<file path="src/rtl/spw_pkg.sv">
package spw_pkg;
  localparam int BUS_BYTES  = 4;
  localparam int BUS_W      = 8 * BUS_BYTES;
  localparam int PROM_DEPTH = 16;
  localparam int IDX_W      = $clog2(PROM_DEPTH);

  localparam logic [1:0] SZ_BYTE  = 2'd0;
  localparam logic [1:0] SZ_WORD  = 2'd1;
  localparam logic [1:0] SZ_DWORD = 2'd2;

  typedef enum logic [1:0] {ST_IDLE, ST_REQ, ST_WAIT} fwdStateT;

  typedef struct packed {
    logic [BUS_BYTES-1:0] promLaneWr;
    logic [IDX_W-1:0]     promBase;
    logic                 rdFromProm;
    logic                 rdOnes;
    logic                 rdFromRsp;
    logic                 latchReq;
    logic                 useLatchedSize;
  } ctrlStrobeT;
endpackage

</file>
<file path="src/rtl/spw_ctrl.sv">
module spw_ctrl
  import spw_pkg::*;
#(
  parameter int ADDR_W = 5
) (
  input  logic              clk,
  input  logic              rstN,
  input  logic              cfgLoad,
  input  logic              cfgDwordIn,
  input  logic              cfgPromWeIn,
  input  logic              hostValid,
  input  logic              hostSpace,
  input  logic [ADDR_W-1:0] hostAddr,
  input  logic [1:0]        hostSize,
  input  logic              hostWrite,
  input  logic              regReqReady,
  input  logic              regRspValid,
  input  logic              reqWrite,
  output logic              hostReady,
  output logic              regReqValid,
  output ctrlStrobeT        strobe
);
  fwdStateT state, stateNext;
  logic dwordMode, promWe;
  logic isIo, promHit, promLegal, fwdLegal, accept, multiByte;
  logic [BUS_BYTES-1:0] laneMask;

  always_ff @(posedge clk or negedge rstN) begin
    if (!rstN) begin
      dwordMode <= 1'b0;
      promWe    <= 1'b0;
    end else if (cfgLoad) begin
      dwordMode <= cfgDwordIn;
      promWe    <= cfgPromWeIn;
    end
  end

  always_comb begin
    isIo      = !hostSpace;
    multiByte = (hostSize == SZ_WORD) || (hostSize == SZ_DWORD);
    promHit   = isIo ? (hostAddr < ADDR_W'(PROM_DEPTH)) : !hostAddr[IDX_W];
    if (isIo)
      promLegal = (!dwordMode && hostSize == SZ_BYTE)
               || (!dwordMode && hostSize == SZ_WORD && !hostAddr[0])
               || (dwordMode && hostSize == SZ_DWORD && hostAddr[1:0] == 2'b00);
    else
      promLegal = (hostSize == SZ_BYTE) || multiByte;
    fwdLegal = !promHit && multiByte;
    accept   = hostValid && (state == ST_IDLE);
    case (hostSize)
      SZ_BYTE:  laneMask = 4'b0001;
      SZ_WORD:  laneMask = 4'b0011;
      default:  laneMask = 4'b1111;
    endcase
  end

  always_comb begin
    strobe.promLaneWr     = (accept && hostWrite && promHit && promLegal && promWe)
                            ? laneMask : '0;
    strobe.promBase       = hostAddr[IDX_W-1:0];
    strobe.rdFromProm     = accept && !hostWrite && promHit && promLegal;
    strobe.rdOnes         = accept && !hostWrite && !(promHit ? promLegal : fwdLegal);
    strobe.latchReq       = accept && fwdLegal;
    strobe.rdFromRsp      = (state == ST_WAIT) && regRspValid;
    strobe.useLatchedSize = (state == ST_WAIT);
  end

  always_comb begin
    stateNext = state;
    case (state)
      ST_IDLE: if (strobe.latchReq) stateNext = ST_REQ;
      ST_REQ:  if (regReqReady) stateNext = reqWrite ? ST_IDLE : ST_WAIT;
      ST_WAIT: if (regRspValid) stateNext = ST_IDLE;
      default: stateNext = ST_IDLE;
    endcase
  end

  always_ff @(posedge clk or negedge rstN) begin
    if (!rstN) state <= ST_IDLE;
    else       state <= stateNext;
  end

  assign hostReady   = (state == ST_IDLE);
  assign regReqValid = (state == ST_REQ);

  AST_ONE_ACTION: assert property (@(posedge clk) disable iff (!rstN)
    $onehot0({strobe.rdFromProm, strobe.rdOnes, strobe.latchReq, strobe.rdFromRsp}));
  AST_WAIT_UNTIL_RSP: assert property (@(posedge clk) disable iff (!rstN)
    (state == ST_WAIT && !regRspValid) |=> !hostReady);
endmodule

</file>
<file path="src/rtl/spw_datapath.sv">
module spw_datapath
  import spw_pkg::*;
#(
  parameter int ADDR_W = 5,
  parameter logic [8*PROM_DEPTH-1:0] PROM_INIT = '0
) (
  input  logic              clk,
  input  logic              rstN,
  input  ctrlStrobeT        strobe,
  input  logic              hostSpace,
  input  logic [ADDR_W-1:0] hostAddr,
  input  logic [1:0]        hostSize,
  input  logic              hostWrite,
  input  logic [BUS_W-1:0]  hostWdata,
  input  logic [BUS_W-1:0]  regRspData,
  output logic              hostRvalid,
  output logic [BUS_W-1:0]  hostRdata,
  output logic [ADDR_W-1:0] reqOffset,
  output logic [1:0]        reqSize,
  output logic              reqWrite,
  output logic [BUS_W-1:0]  reqWdata
);
  logic [7:0]       promMem [PROM_DEPTH];
  logic [IDX_W-1:0] laneIdx [BUS_BYTES];
  logic [BUS_W-1:0] promRd, widthMask;
  logic [1:0]       maskSize;

  for (genvar j = 0; j < BUS_BYTES; j++) begin : g_lane
    assign laneIdx[j]      = strobe.promBase + IDX_W'(j);
    assign promRd[8*j +: 8] = promMem[laneIdx[j]];
  end

  always_comb begin
    maskSize = strobe.useLatchedSize ? reqSize : hostSize;
    case (maskSize)
      SZ_BYTE: widthMask = BUS_W'(32'h0000_00FF);
      SZ_WORD: widthMask = BUS_W'(32'h0000_FFFF);
      default: widthMask = '1;
    endcase
  end

  always_ff @(posedge clk or negedge rstN) begin
    if (!rstN) begin
      for (int i = 0; i < PROM_DEPTH; i++) promMem[i] <= PROM_INIT[8*i +: 8];
    end else begin
      for (int j = 0; j < BUS_BYTES; j++)
        if (strobe.promLaneWr[j]) promMem[laneIdx[j]] <= hostWdata[8*j +: 8];
    end
  end

  always_ff @(posedge clk or negedge rstN) begin
    if (!rstN) begin
      hostRvalid <= 1'b0;
      hostRdata  <= '0;
    end else begin
      hostRvalid <= strobe.rdFromProm || strobe.rdOnes || strobe.rdFromRsp;
      if (strobe.rdFromProm)     hostRdata <= promRd & widthMask;
      else if (strobe.rdOnes)    hostRdata <= widthMask;
      else if (strobe.rdFromRsp) hostRdata <= regRspData & widthMask;
    end
  end

  always_ff @(posedge clk or negedge rstN) begin
    if (!rstN) begin
      reqOffset <= '0;
      reqSize   <= SZ_BYTE;
      reqWrite  <= 1'b0;
      reqWdata  <= '0;
    end else if (strobe.latchReq) begin
      reqOffset <= hostSpace ? ADDR_W'(hostAddr[IDX_W-1:0]) : hostAddr;
      reqSize   <= hostSize;
      reqWrite  <= hostWrite;
      reqWdata  <= hostWdata;
    end
  end

  AST_RSP_MASKED: assert property (@(posedge clk) disable iff (!rstN)
    strobe.rdFromRsp && reqSize == SZ_BYTE |=> hostRdata[BUS_W-1:8] == '0);
endmodule

</file>
<file path="src/rtl/sta_prom_window.sv">
module sta_prom_window
  import spw_pkg::*;
#(
  parameter int ADDR_W = 5,
  parameter logic [8*PROM_DEPTH-1:0] PROM_INIT = 128'h0F1E2D3C4B5A69788796A5B4C3D2E1F0
) (
  input  logic              clk,
  input  logic              rstN,
  input  logic              cfgLoad,
  input  logic              cfgDwordIn,
  input  logic              cfgPromWeIn,
  input  logic              hostValid,
  output logic              hostReady,
  input  logic              hostSpace,
  input  logic [ADDR_W-1:0] hostAddr,
  input  logic [1:0]        hostSize,
  input  logic              hostWrite,
  input  logic [31:0]       hostWdata,
  output logic              hostRvalid,
  output logic [31:0]       hostRdata,
  output logic              regReqValid,
  input  logic              regReqReady,
  output logic [ADDR_W-1:0] regReqOffset,
  output logic [1:0]        regReqSize,
  output logic              regReqWrite,
  output logic [31:0]       regReqWdata,
  input  logic              regRspValid,
  input  logic [31:0]       regRspData
);
  ctrlStrobeT strobe;

  spw_ctrl #(.ADDR_W(ADDR_W)) i_ctrl (
    .clk(clk), .rstN(rstN), .cfgLoad(cfgLoad), .cfgDwordIn(cfgDwordIn),
    .cfgPromWeIn(cfgPromWeIn), .hostValid(hostValid), .hostSpace(hostSpace),
    .hostAddr(hostAddr), .hostSize(hostSize), .hostWrite(hostWrite),
    .regReqReady(regReqReady), .regRspValid(regRspValid), .reqWrite(regReqWrite),
    .hostReady(hostReady), .regReqValid(regReqValid), .strobe(strobe)
  );

  spw_datapath #(.ADDR_W(ADDR_W), .PROM_INIT(PROM_INIT)) i_datapath (
    .clk(clk), .rstN(rstN), .strobe(strobe), .hostSpace(hostSpace),
    .hostAddr(hostAddr), .hostSize(hostSize), .hostWrite(hostWrite),
    .hostWdata(hostWdata), .regRspData(regRspData), .hostRvalid(hostRvalid),
    .hostRdata(hostRdata), .reqOffset(regReqOffset), .reqSize(regReqSize),
    .reqWrite(regReqWrite), .reqWdata(regReqWdata)
  );

  AST_REQ_STABLE: assert property (@(posedge clk) disable iff (!rstN)
    regReqValid && !regReqReady |=> regReqValid && $stable(regReqOffset)
      && $stable(regReqWdata) && $stable(regReqSize));
  AST_IO_PROM_LOCAL: assert property (@(posedge clk) disable iff (!rstN)
    hostValid && hostReady && !hostSpace && hostAddr < ADDR_W'(PROM_DEPTH) |=> !regReqValid);
  AST_REG_BYTE_ONES: assert property (@(posedge clk) disable iff (!rstN)
    hostValid && hostReady && !hostWrite && hostSize == SZ_BYTE
      && (hostSpace ? hostAddr[IDX_W] : hostAddr >= ADDR_W'(PROM_DEPTH))
      |=> hostRvalid && hostRdata == 32'h0000_00FF);
  AST_WRITE_SILENT: assert property (@(posedge clk) disable iff (!rstN)
    hostValid && hostReady && hostWrite |=> !hostRvalid);
  AST_BAD_SIZE_ONES: assert property (@(posedge clk) disable iff (!rstN)
    hostValid && hostReady && !hostWrite && hostSize == 2'd3
      |=> hostRvalid && hostRdata == 32'hFFFF_FFFF);
endmodule

</file>
<file path="config.mk">
export PLATFORM = sky130hd
export DESIGN_NAME = sta_prom_window
export DESIGN_NICKNAME = d
export VERILOG_FILES = /design/src/rtl/spw_pkg.sv /design/src/rtl/spw_ctrl.sv /design/src/rtl/spw_datapath.sv /design/src/rtl/sta_prom_window.sv
export SDC_FILE = /design/constraint.sdc
export NUM_CORES = 1
export LEC_CHECK = 0
export BUFFER_PORTS_ARGS = -buffer_cell sky130_fd_sc_hd__buf_4
export CAP_MARGIN = 20
export CELL_PAD_IN_SITES_DETAIL_PLACEMENT = 0
export CELL_PAD_IN_SITES_GLOBAL_PLACEMENT = 1
export CORE_MARGIN = 2
export CORE_UTILIZATION = 48
export DETAILED_ROUTE_END_ITERATION = 12
export PLACE_DENSITY_LB_ADDON = 0.1
export SYNTH_ARGS = -nofsm -noshare
export SYNTH_HDL_FRONTEND = slang
export SYNTH_HIERARCHICAL = 1
export SYNTH_SLANG_ARGS = --single-unit
</file>
<file path="constraint.sdc">
create_clock -name clk -period 3.7 [get_ports clk]
set_clock_uncertainty 0.15 [all_clocks]
set_input_delay 0.185 -clock clk [delete_from_list [all_inputs] [get_ports clk]]
set_output_delay 0.185 -clock clk [all_outputs]
set_load 0.01 [all_outputs]
</file>
### After elaboration in Yosys (flattened, before gate mapping)

Index checks and enable logic that the tools add are counted.

* bits in registers: 205
* word-level logic and storage cells: 134
* bits of input ports: 81

* muxes and demuxes: 44
* equal/unequal tests: 8
* magnitude comparators: 9
* add/sub/neg operators: 3
* reductions and logical operators: 39
* bitwise gates (word level): 6

Operators by type and width (count)
* bitwise mux 128 bit: 4
* 2-to-1 mux 128 bit: 4
* binary-select mux 8 bit (select 4 bit): 4
* demux 8 bit (select 4 bit): 4
* 2-to-1 mux 32 bit: 3
* 2-to-1 mux 8 bit: 12
* AND 32 bit: 2
* case mux 32 bit (2 select lines): 1
* logical AND 1 bit: 21
* >= comparator 5 bit (second input constant): 4
* < comparator 5 x 1 -> 1 bit (second input constant): 4
* inverter 4 -> 5 bit: 4
* 2-to-1 mux 2 bit: 5
* adder 4 x 2 -> 4 bit (second input constant): 2
* logical NOT 2 bit: 4
* case mux 4 bit (2 select lines): 1
* == test 2 x 1 -> 1 bit (second input constant): 3
* logical NOT 1 bit: 6
* logical OR 1 bit: 6
* case mux 2 bit (3 select lines): 1
* < comparator 5 bit (second input constant): 1
* 2-to-1 mux 5 bit: 1
* adder 4 x 1 -> 4 bit (second input constant): 1
* == test 2 bit (second input constant): 2
* other kinds (6): 9

### Depth between registers and ports, before layout

Gate-level depths: netlist of run 1.

* depth in word-level cells: 16
* depth in mapped cells: 16
* mapped depth without buffers: 11

### Cells and area by module

The synthesis of run 1 kept the hierarchy.

Modules (own cells, without submodules)
* spw_datapath: area each 16183.0 um^2, cells an instance 1675, instances 1, sequential area each 5109.9 um^2
* spw_ctrl: area each 389.1 um^2, cells an instance 44, instances 1, sequential area each 100.1 um^2

### Worst setup path before layout of run 1

OpenSTA, ideal clock, no wires.

* path kind: input-to-reg
* start: input port hostAddr[1]
* end: register i_datapath.hostRdata[10]
* stages on the path: 16
* buffers on the path: 10
* arrival: 3.474 ns
* slack: -0.045 ns
* setup time: 0.121 ns
* data required time: 3.429 ns
* cell sequence: buf_4 -> clkbuf_1 -> buf_2 -> buf_2 -> inv_1 -> buf_2 -> buf_2 -> ha_1 -> buf_4 -> buf_2 -> buf_2 -> buf_2 -> mux4_2 -> nand2_1 -> nand4_1 -> a22o_1

* longest elaborated chain between the ends: 9

Ends and longest elaborated chain
* from (decl): line sta_prom_window.sv:15 `input logic [ADDR_W-1:0] hostAddr,`
* branches (longest 9 deep; another with adder 4 x 1 -> 4 bit)
* to (signal assigned): line spw_datapath.sv:57 `if (strobe.rdFromProm) hostRdata <= promRd & widthMask;`
* to (signal assigned): line spw_datapath.sv:58 `else if (strobe.rdOnes) hostRdata <= widthMask;`
* to (signal assigned): line spw_datapath.sv:59 `else if (strobe.rdFromRsp) hostRdata <= regRspData & widthMask;`
* to (decl): line spw_datapath.sv:17 `output logic [BUS_W-1:0] hostRdata,`

Several ways; the timed one is not identified. The select of a mux whose other input is x is not followed.
A chain may end at the register's enable or synchronous reset.

==> results of run 1 <==
==> cell usage in the layout, fill, tap and decap left out, drive strengths merged, types with 56 or more instances in the layout <==
cell | synthesis | routed
mux2i | 145 | 145
nand2 | 216 | 216
dfrtp | 141 | 141
a21oi | 147 | 147
dlygate4sd3 | 0 | 77
mux4 | 125 | 125
a221oi | 96 | 96
nor2 | 95 | 95
dfstp | 64 | 64
o21ai | 148 | 148
buf | 114 | 292
a211oi | 56 | 56
==> Yosys cell counts, types with 7 or more instances <==
master | number | area (um2)
dfrtp_1 | 141 | 3530
a21oi_1 | 145 | 726
nor4_1 | 16 | 100
a31oi_1 | 13 | 81.3
dfstp_2 | 64 | 1680
a221oi_1 | 96 | 841
nand2_1 | 215 | 807
buf_2 | 74 | 370
nor2_1 | 94 | 353
inv_1 | 10 | 37.5
buf_4 | 14 | 105
mux4_2 | 125 | 2820
and4_1 | 12 | 105
and3_1 | 10 | 62.6
nand4_1 | 12 | 75.1
o21ai_0 | 131 | 656
nand3_1 | 9 | 45.0
mux2i_1 | 145 | 1450
a211oi_1 | 56 | 420
o22ai_1 | 15 | 93.8
nor3_1 | 10 | 50.1
clkbuf_1 | 103 | 387
o21ai_1 | 17 | 85.1
nor2b_1 | 7 | 43.8
ha_1 | 15 | 188
nand4b_1 | 8 | 70.1
mux2_2 | 42 | 473
a32o_1 | 12 | 120
buf_1 | 23 | 86.3
and2_1 | 10 | 62.6
==> power groups by stage <==
stage	Sequential [mW]	Combinational [mW]	Clock, mW
2_1_floorplan	3.43	1.84	0
3_3_place_gp	3.64	3.02	0
3_5_place_dp	3.66	3.06	0
4_1_cts	3.63	3.15	2.66
5_1_grt	3.73	3.43	2.76
6_report	3.70	3.18	2.64
==> state kept, by name, summed over array words and instances, names as in the netlist <==
| signal | flops |
|---|---|
| i_ctrl/dwordMode | 1 |
| i_datapath/promMem | 128 |
| i_datapath/reqWrite | 1 |
| i_ctrl/state | 2 |
| i_datapath/reqSize | 2 |
| i_ctrl/promWe | 1 |
| i_datapath/reqWdata | 32 |
| i_datapath/reqOffset | 5 |
| i_datapath/hostRdata | 32 |
| i_datapath/hostRvalid | 1 |
==> worst max-delay path, cell delays in order <==
cell,delay [ns]
dlygate4sd3_1,0.53
buf_4,0.15
inv_1,0.10
ha_1,0.17
nor2b_1,0.14
o21bai_1,0.07
a221o_1,0.41
nor2_2,0.32
buf_4,0.28
nand2_1,0.14
nor3_1,0.18
buf_4,0.24
a221oi_1,0.07
a21oi_1,0.17
o21ai_1,0.07
dlygate4sd3_1,0.57
==> layout make-up <==
cell class | count | area, um2 | area share [%]
Clock inverter | 14 | 173 | 0.859
Inverter | 10 | 37.5 | 0.187
Timing Repair Buffer | 370 | 3030 | 15.0
Sequential cell | 205 | 5210 | 25.9
Clock buffer | 31 | 698 | 3.47
Multi-Input combinational cell | 1284 | 10400 | 51.7
Tap cell | 455 | 569 | 2.83
==> logic make-up (layout without fill, tap and decap cells) <==
| logic type | after synthesis | count (layout) |
|---|---|---|
| AOI/OAI and AO/OA | 519 | 519 |
| and+or+nand+nor | 430 | 430 |
| muxes | 312 | 312 |
| buffers and inverters | 230 | 425 |
| DFF | 205 | 205 |
| adders and majority gates | 15 | 15 |
| xor gates and xnor gates | 8 | 8 |
==> metal layers <==
metal  share of wire (%)  routed length [um]  vias to the layer above
li1                    -                   -                     6939
met1                  40               27600                     7786
met2                  42               29600                     1124
met3                  11                8000                      179
met4                 6.3                4420                        2
met5                0.15                 104                        -
==> worst max-delay path by stage <==
stage                     start                  endpoint  slack [ns]
finish              hostSize[1]   i_datapath/promMem[105]        0.20
global route        hostSize[1]    i_datapath/promMem[51]        0.02
CTS                 hostSize[1]    i_datapath/promMem[10]        0.06
detailed placement  hostSize[1]    i_datapath/promMem[72]        0.56
global placement    hostSize[1]    i_datapath/promMem[71]        0.57
floorplan           hostAddr[1]  i_datapath/hostRdata[10]        0.04
==> per-stage QoR <==
step / hold slack (ns) / setup WS (ns) / util [%] / area, um2 / instances
5_1_grt: 0.0220 / 0.0197 / 58.6 / 20100 / 2369
3_5_place_dp: 0.0644 / 0.559 / 53.3 / 18300 / 2225
6_report: -0.00205 / 0.202 / 58.6 / 20100 / 2369
4_1_cts: 0.00205 / 0.0631 / 58.1 / 19900 / 2347
2_1_floorplan: -0.261 / 0.0394 / - / 16600 / 1719
3_3_place_gp: 0.0658 / 0.569 / 53.3 / 18300 / 2225
==> timing repair <==
| action | in CTS | in global routing |
|---|---|---|
| resized for setup | 0 | 4 |
| hold endpoints to repair | 239 | 0 |
| endpoints found under the setup margin | 0 | 6 |
| setup buffers | 0 | 21 |
| hold buffers | 77 | 0 |
==> flow_metrics.env, run 1 <==
export IMPL_path_max_fanout=17
export IMPL_arrival_ns=3.81
export IMPL_portBuffers=155
export IMPL_slew_violations=0
export IMPL_critPathLaunchType="primary input"
export IMPL_maxCapViolations=0
export IMPL_first_global_vias=15100
export IMPL_tightestPinTransition_ns=1.09
export IMPL_end_kind="flop"
export IMPL_route_detailed_drc=0
export IMPL_grt_overflow_total=0
export IMPL_worstReg2RegStart="i_ctrl/state[0]"
export IMPL_clk_latency_ns=0.56
export IMPL_max_slew_margin_pct=26.9
export IMPL_setup_tns_ns=0
export IMPL_postSynthCellCount=1719
export IMPL_p_leak_nw=8.38
export IMPL_grt_pass1_wl_mm=102
export IMPL_switching_share_pct=34.7
export IMPL_status="finished with violations"
export IMPL_hold_depth=5
export IMPL_p_int_mw=6.21
export IMPL_start_util_pct=48.3
export IMPL_synth_warnings=6
export IMPL_fillCellCount=2970
export IMPL_fmax_mhz=286
export IMPL_coreArea_mm2=0.0343
export IMPL_synthXorXnorAreaFrac_pct=0.513
export IMPL_synth_cell_types=66
export IMPL_finalPower_mw=9.52
export IMPL_met2_usage_pct=57.2
export IMPL_htree_num_levels=1
export IMPL_antenna_found_initial=0
export IMPL_fp_dieW_um=190
export IMPL_use_met1_pct=52.4
export IMPL_rows=68
export IMPL_dp_hpwl_mm=50.9
export IMPL_syn_area_mm2=0.0166
export IMPL_rr_worst_depth=12
export IMPL_timing_final_crit_share_pct=94.5
export IMPL_synthAdderAreaFrac_pct=1.13
export IMPL_grt_use_total_pct=38.5
export IMPL_synth_edff_count=0
export IMPL_syn_nets=1815
export IMPL_syn2layout_area_growth_pct=21.3
export IMPL_power_density_mw_per_mm2=473
export IMPL_clock_sinks=205
export IMPL_synth_compound_area_share_pct=19.9
export IMPL_ys_seq_elements=205
export IMPL_drive_above_1_share_pct=31.2
export IMPL_whs_ns=-0.00205
export IMPL_syn_area_per_cell_um2=9.64
export IMPL_clk_path_buf_depth=3
export IMPL_vdd_drop_max_mv=0.392
export IMPL_switching_power_mw=3.31
export IMPL_finalWeightedCongestion=0.970
export IMPL_drt_wl_total_mm=69.7
export IMPL_period_needed_ns=3.50
export IMPL_clk_pin_slew_worst_paths_ns=0.06
export IMPL_io_pins=156
export IMPL_r2r_setup_slack_ns=0.30
export IMPL_reg2reg_to="i_datapath/promMem[105]"
export IMPL_top_usage_layer="met2"
export IMPL_die_h_um=190
export IMPL_ant_nets=0
export IMPL_ys_async_sr_fraction_pct=100
export IMPL_die_area_mm2=0.0360
export IMPL_pwr_share_clk_pct=27.8
export IMPL_met3_usage_pct=8.63
export IMPL_rsz0062_at_grt="false"
export IMPL_cts_root_buf="clkbuf_16"
export IMPL_grt_max_degree=75
export IMPL_drt_pass1_iter_count=6
export IMPL_synthFlopType="dfrtp_1"
export IMPL_whs_endpoint="i_datapath/hostRdata[12]"
export IMPL_critical_path_class="in -> reg"
export IMPL_critPathRequiredTime_ns=4.01
export IMPL_cts_buffers_inserted=25
export IMPL_synth_seq_area_share_pct=31.4
export IMPL_synth_simple_area_share_pct=12.1
export IMPL_violations="hold timing"
export IMPL_fin_nets=1992
export IMPL_hold_viol_final=1
export IMPL_viasPerCell=6.77
export IMPL_combPwrFrac_pct=33.4
export IMPL_n_antenna_cell=0
export IMPL_routedWlPerCell_um=29.4
export IMPL_drt_initial_drc_count=2023
export IMPL_finalSetupViolCount=0
export IMPL_hold_class="in -> reg"
export IMPL_muxShareOfSynthArea_pct=28.6
export IMPL_cts_tree="built"
export IMPL_seq_power_share_pct=38.8
export IMPL_min_from="regRspData[12]"
export IMPL_synth_top_family_by_area="multiplexers"
export IMPL_dr_total_vias=16000
(Power assumes the default switching activity.)
==> run 2, diff against run 1 <==
Settings changed: RECOVER_POWER set to 25.
==> flow_metrics.env, run 2 (synthesized netlist as in run 1, its figures left out) <==
export IMPL_setup_tns_ns=0
export IMPL_htree_num_levels=1
export IMPL_fp_dieW_um=190
export IMPL_critPathLaunchType="primary input"
export IMPL_tightestPinTransition_ns=1.90
export IMPL_clk_path_buf_depth=3
export IMPL_rows=68
export IMPL_critPathRequiredTime_ns=4.03
export IMPL_die_h_um=190
export IMPL_cts_tree="built"
export IMPL_vdd_drop_max_mv=0.393
export IMPL_die_area_mm2=0.0360
export IMPL_portBuffers=155
export IMPL_layout_common_cells="286 x buf_4, 215 x nand2_1, 145 x a21oi_1, 145 x mux2i_1, 141 x dfrtp_1"
export IMPL_grt_use_total_pct=38.5
export IMPL_whs_ns=-0.00631
export IMPL_hold_viol_final=1
export IMPL_grt_overflow_total=0
export IMPL_viasPerCell=6.76
export IMPL_dr_total_vias=16000
export IMPL_clk_latency_ns=0.55
export IMPL_drive_above_1_share_pct=31.2
export IMPL_io_pins=156
export IMPL_largest_register_ffs=128
export IMPL_max_slew_margin_pct=-26.9
export IMPL_coreArea_mm2=0.0343
export IMPL_path_max_fanout=8
export IMPL_grt_pass1_wl_mm=102
export IMPL_route_detailed_drc=0
export IMPL_slew_violations=66
export IMPL_hold_class="in -> reg"
export IMPL_timing_final_crit_share_pct=94.4
export IMPL_max_flop_register="i_datapath/promMem"
export IMPL_maxCapViolations=1
export IMPL_antenna_found_initial=0
export IMPL_ant_nets=0
export IMPL_finalSetupViolCount=0
export IMPL_dp_hpwl_mm=50.9
export IMPL_rsz0062_at_grt="false"
export IMPL_layout_commonest_cell="buf_4"
export IMPL_finalWeightedCongestion=0.970
export IMPL_n_antenna_cell=0
export IMPL_syn2layout_area_growth_pct=21.2
export IMPL_critical_path_class="in -> reg"
export IMPL_arrival_ns=3.82
export IMPL_clock_sinks=205
export IMPL_period_needed_ns=3.49
export IMPL_fmax_mhz=286
export IMPL_fin_nets=1992
export IMPL_end_kind="flop"
export IMPL_violations="hold timing, capacitance limit, slew limit"
export IMPL_first_global_vias=15100
export IMPL_drt_pass1_iter_count=6
export IMPL_grt_max_degree=75
export IMPL_clk_pin_slew_worst_paths_ns=0.06
export IMPL_power_density_mw_per_mm2=474
export IMPL_cts_root_buf="clkbuf_16"
export IMPL_p_leak_nw=8.37
export IMPL_reg_top3="i_datapath/promMem x128, i_datapath/hostRdata x32, i_datapath/reqWdata x32"
export IMPL_cts_buffers_inserted=25
export IMPL_routedWlPerCell_um=29.4
export IMPL_drt_wl_total_mm=69.7
export IMPL_start_util_pct=48.3
export IMPL_drt_initial_drc_count=2022
export IMPL_status="finished with violations"
export IMPL_rr_worst_depth=12
export IMPL_hold_depth=5
-- run 2: cell count changes in the layout (fill, tap and decap cells not counted) --
| cell | previous run | this run |
|---|---|---|
| buf_12 | 3 | 2 |
| clkbuf_2 | 0 | 1 |
| clkbuf_4 | 0 | 1 |
| clkbuf_8 | 6 | 5 |
-- run 2: final timing paths --
check,from,to,slack (ns)
setup reg to reg,i_ctrl/state[0],i_datapath/promMem[46],0.34
hold reg to reg,i_datapath/hostRdata[23],i_datapath/hostRdata[23],0.35
max in group asynchronous,rstN,i_datapath/reqWdata[19],0.84
setup / recovery,hostSize[1],i_datapath/promMem[92],0.21
hold / removal,regRspData[12],i_datapath/hostRdata[12],-0.006
min in group asynchronous,rstN,i_datapath/hostRdata[0],0.51
-- run 2: worst max-delay path, cell delays in order --
cell	delay, ns
dlygate4sd3_1	0.53
buf_4	0.15
inv_1	0.10
ha_1	0.18
nor2b_1	0.14
o21bai_1	0.07
a221o_1	0.41
nor4_2	0.16
buf_4	0.23
nand3b_1	0.13
or3_1	0.48
a211oi_1	0.26
a21oi_1	0.07
o21ai_1	0.14
dlygate4sd3_1	0.57
-- run 2: cell type report --
class / count / area, um2
Clock buffer: 31 / 698
Inverter: 10 / 37.5
Multi-Input combinational cell: 1284 / 10400
Clock inverter: 14 / 173
Sequential cell: 205 / 5210
Fill cell: 2975 / 14200
Timing Repair Buffer: 370 / 3000
Tap cell: 455 / 569
-- run 2: power by group --
group | switching (mW) | internal [mW]
Combinational | 1.49 | 1.69
Clock | 1.03 | 1.61
Sequential | 0.783 | 2.91
Total | 3.31 | 6.21
-- run 2: metal layers --
layer,up-vias,global-route usage (%),wire (um)
met3,192,8.63,8160
met2,1152,57.2,29600
met5,-,2.06,99
met4,2,20.5,4500
met1,7745,52.4,27400
li1,6932,-,-
-- run 2: per-stage QoR --
stage | setup slack [ns] | cells | power, mW | cell area (um2) | util, %
6_report | 0.208 | 2369 | 9.52 | 20100 | 58.6
4_1_cts | 0.0631 | 2347 | 9.45 | 19900 | 58.1
3_3_place_gp | 0.569 | 2225 | 6.65 | 18300 | 53.3
5_1_grt | 0.0197 | 2369 | 9.91 | 20100 | 58.6
2_1_floorplan | 0.0394 | 1719 | 5.26 | 16600 | -
3_5_place_dp | 0.559 | 2225 | 6.72 | 18300 | 53.3
-- run 2: what timing repair did --
action	in CTS	in global routing
setup endpoints to repair	0	6
gates resized for setup	0	4
hold buffers	77	0
endpoints found under the hold margin	239	0
buffers inserted	0	21
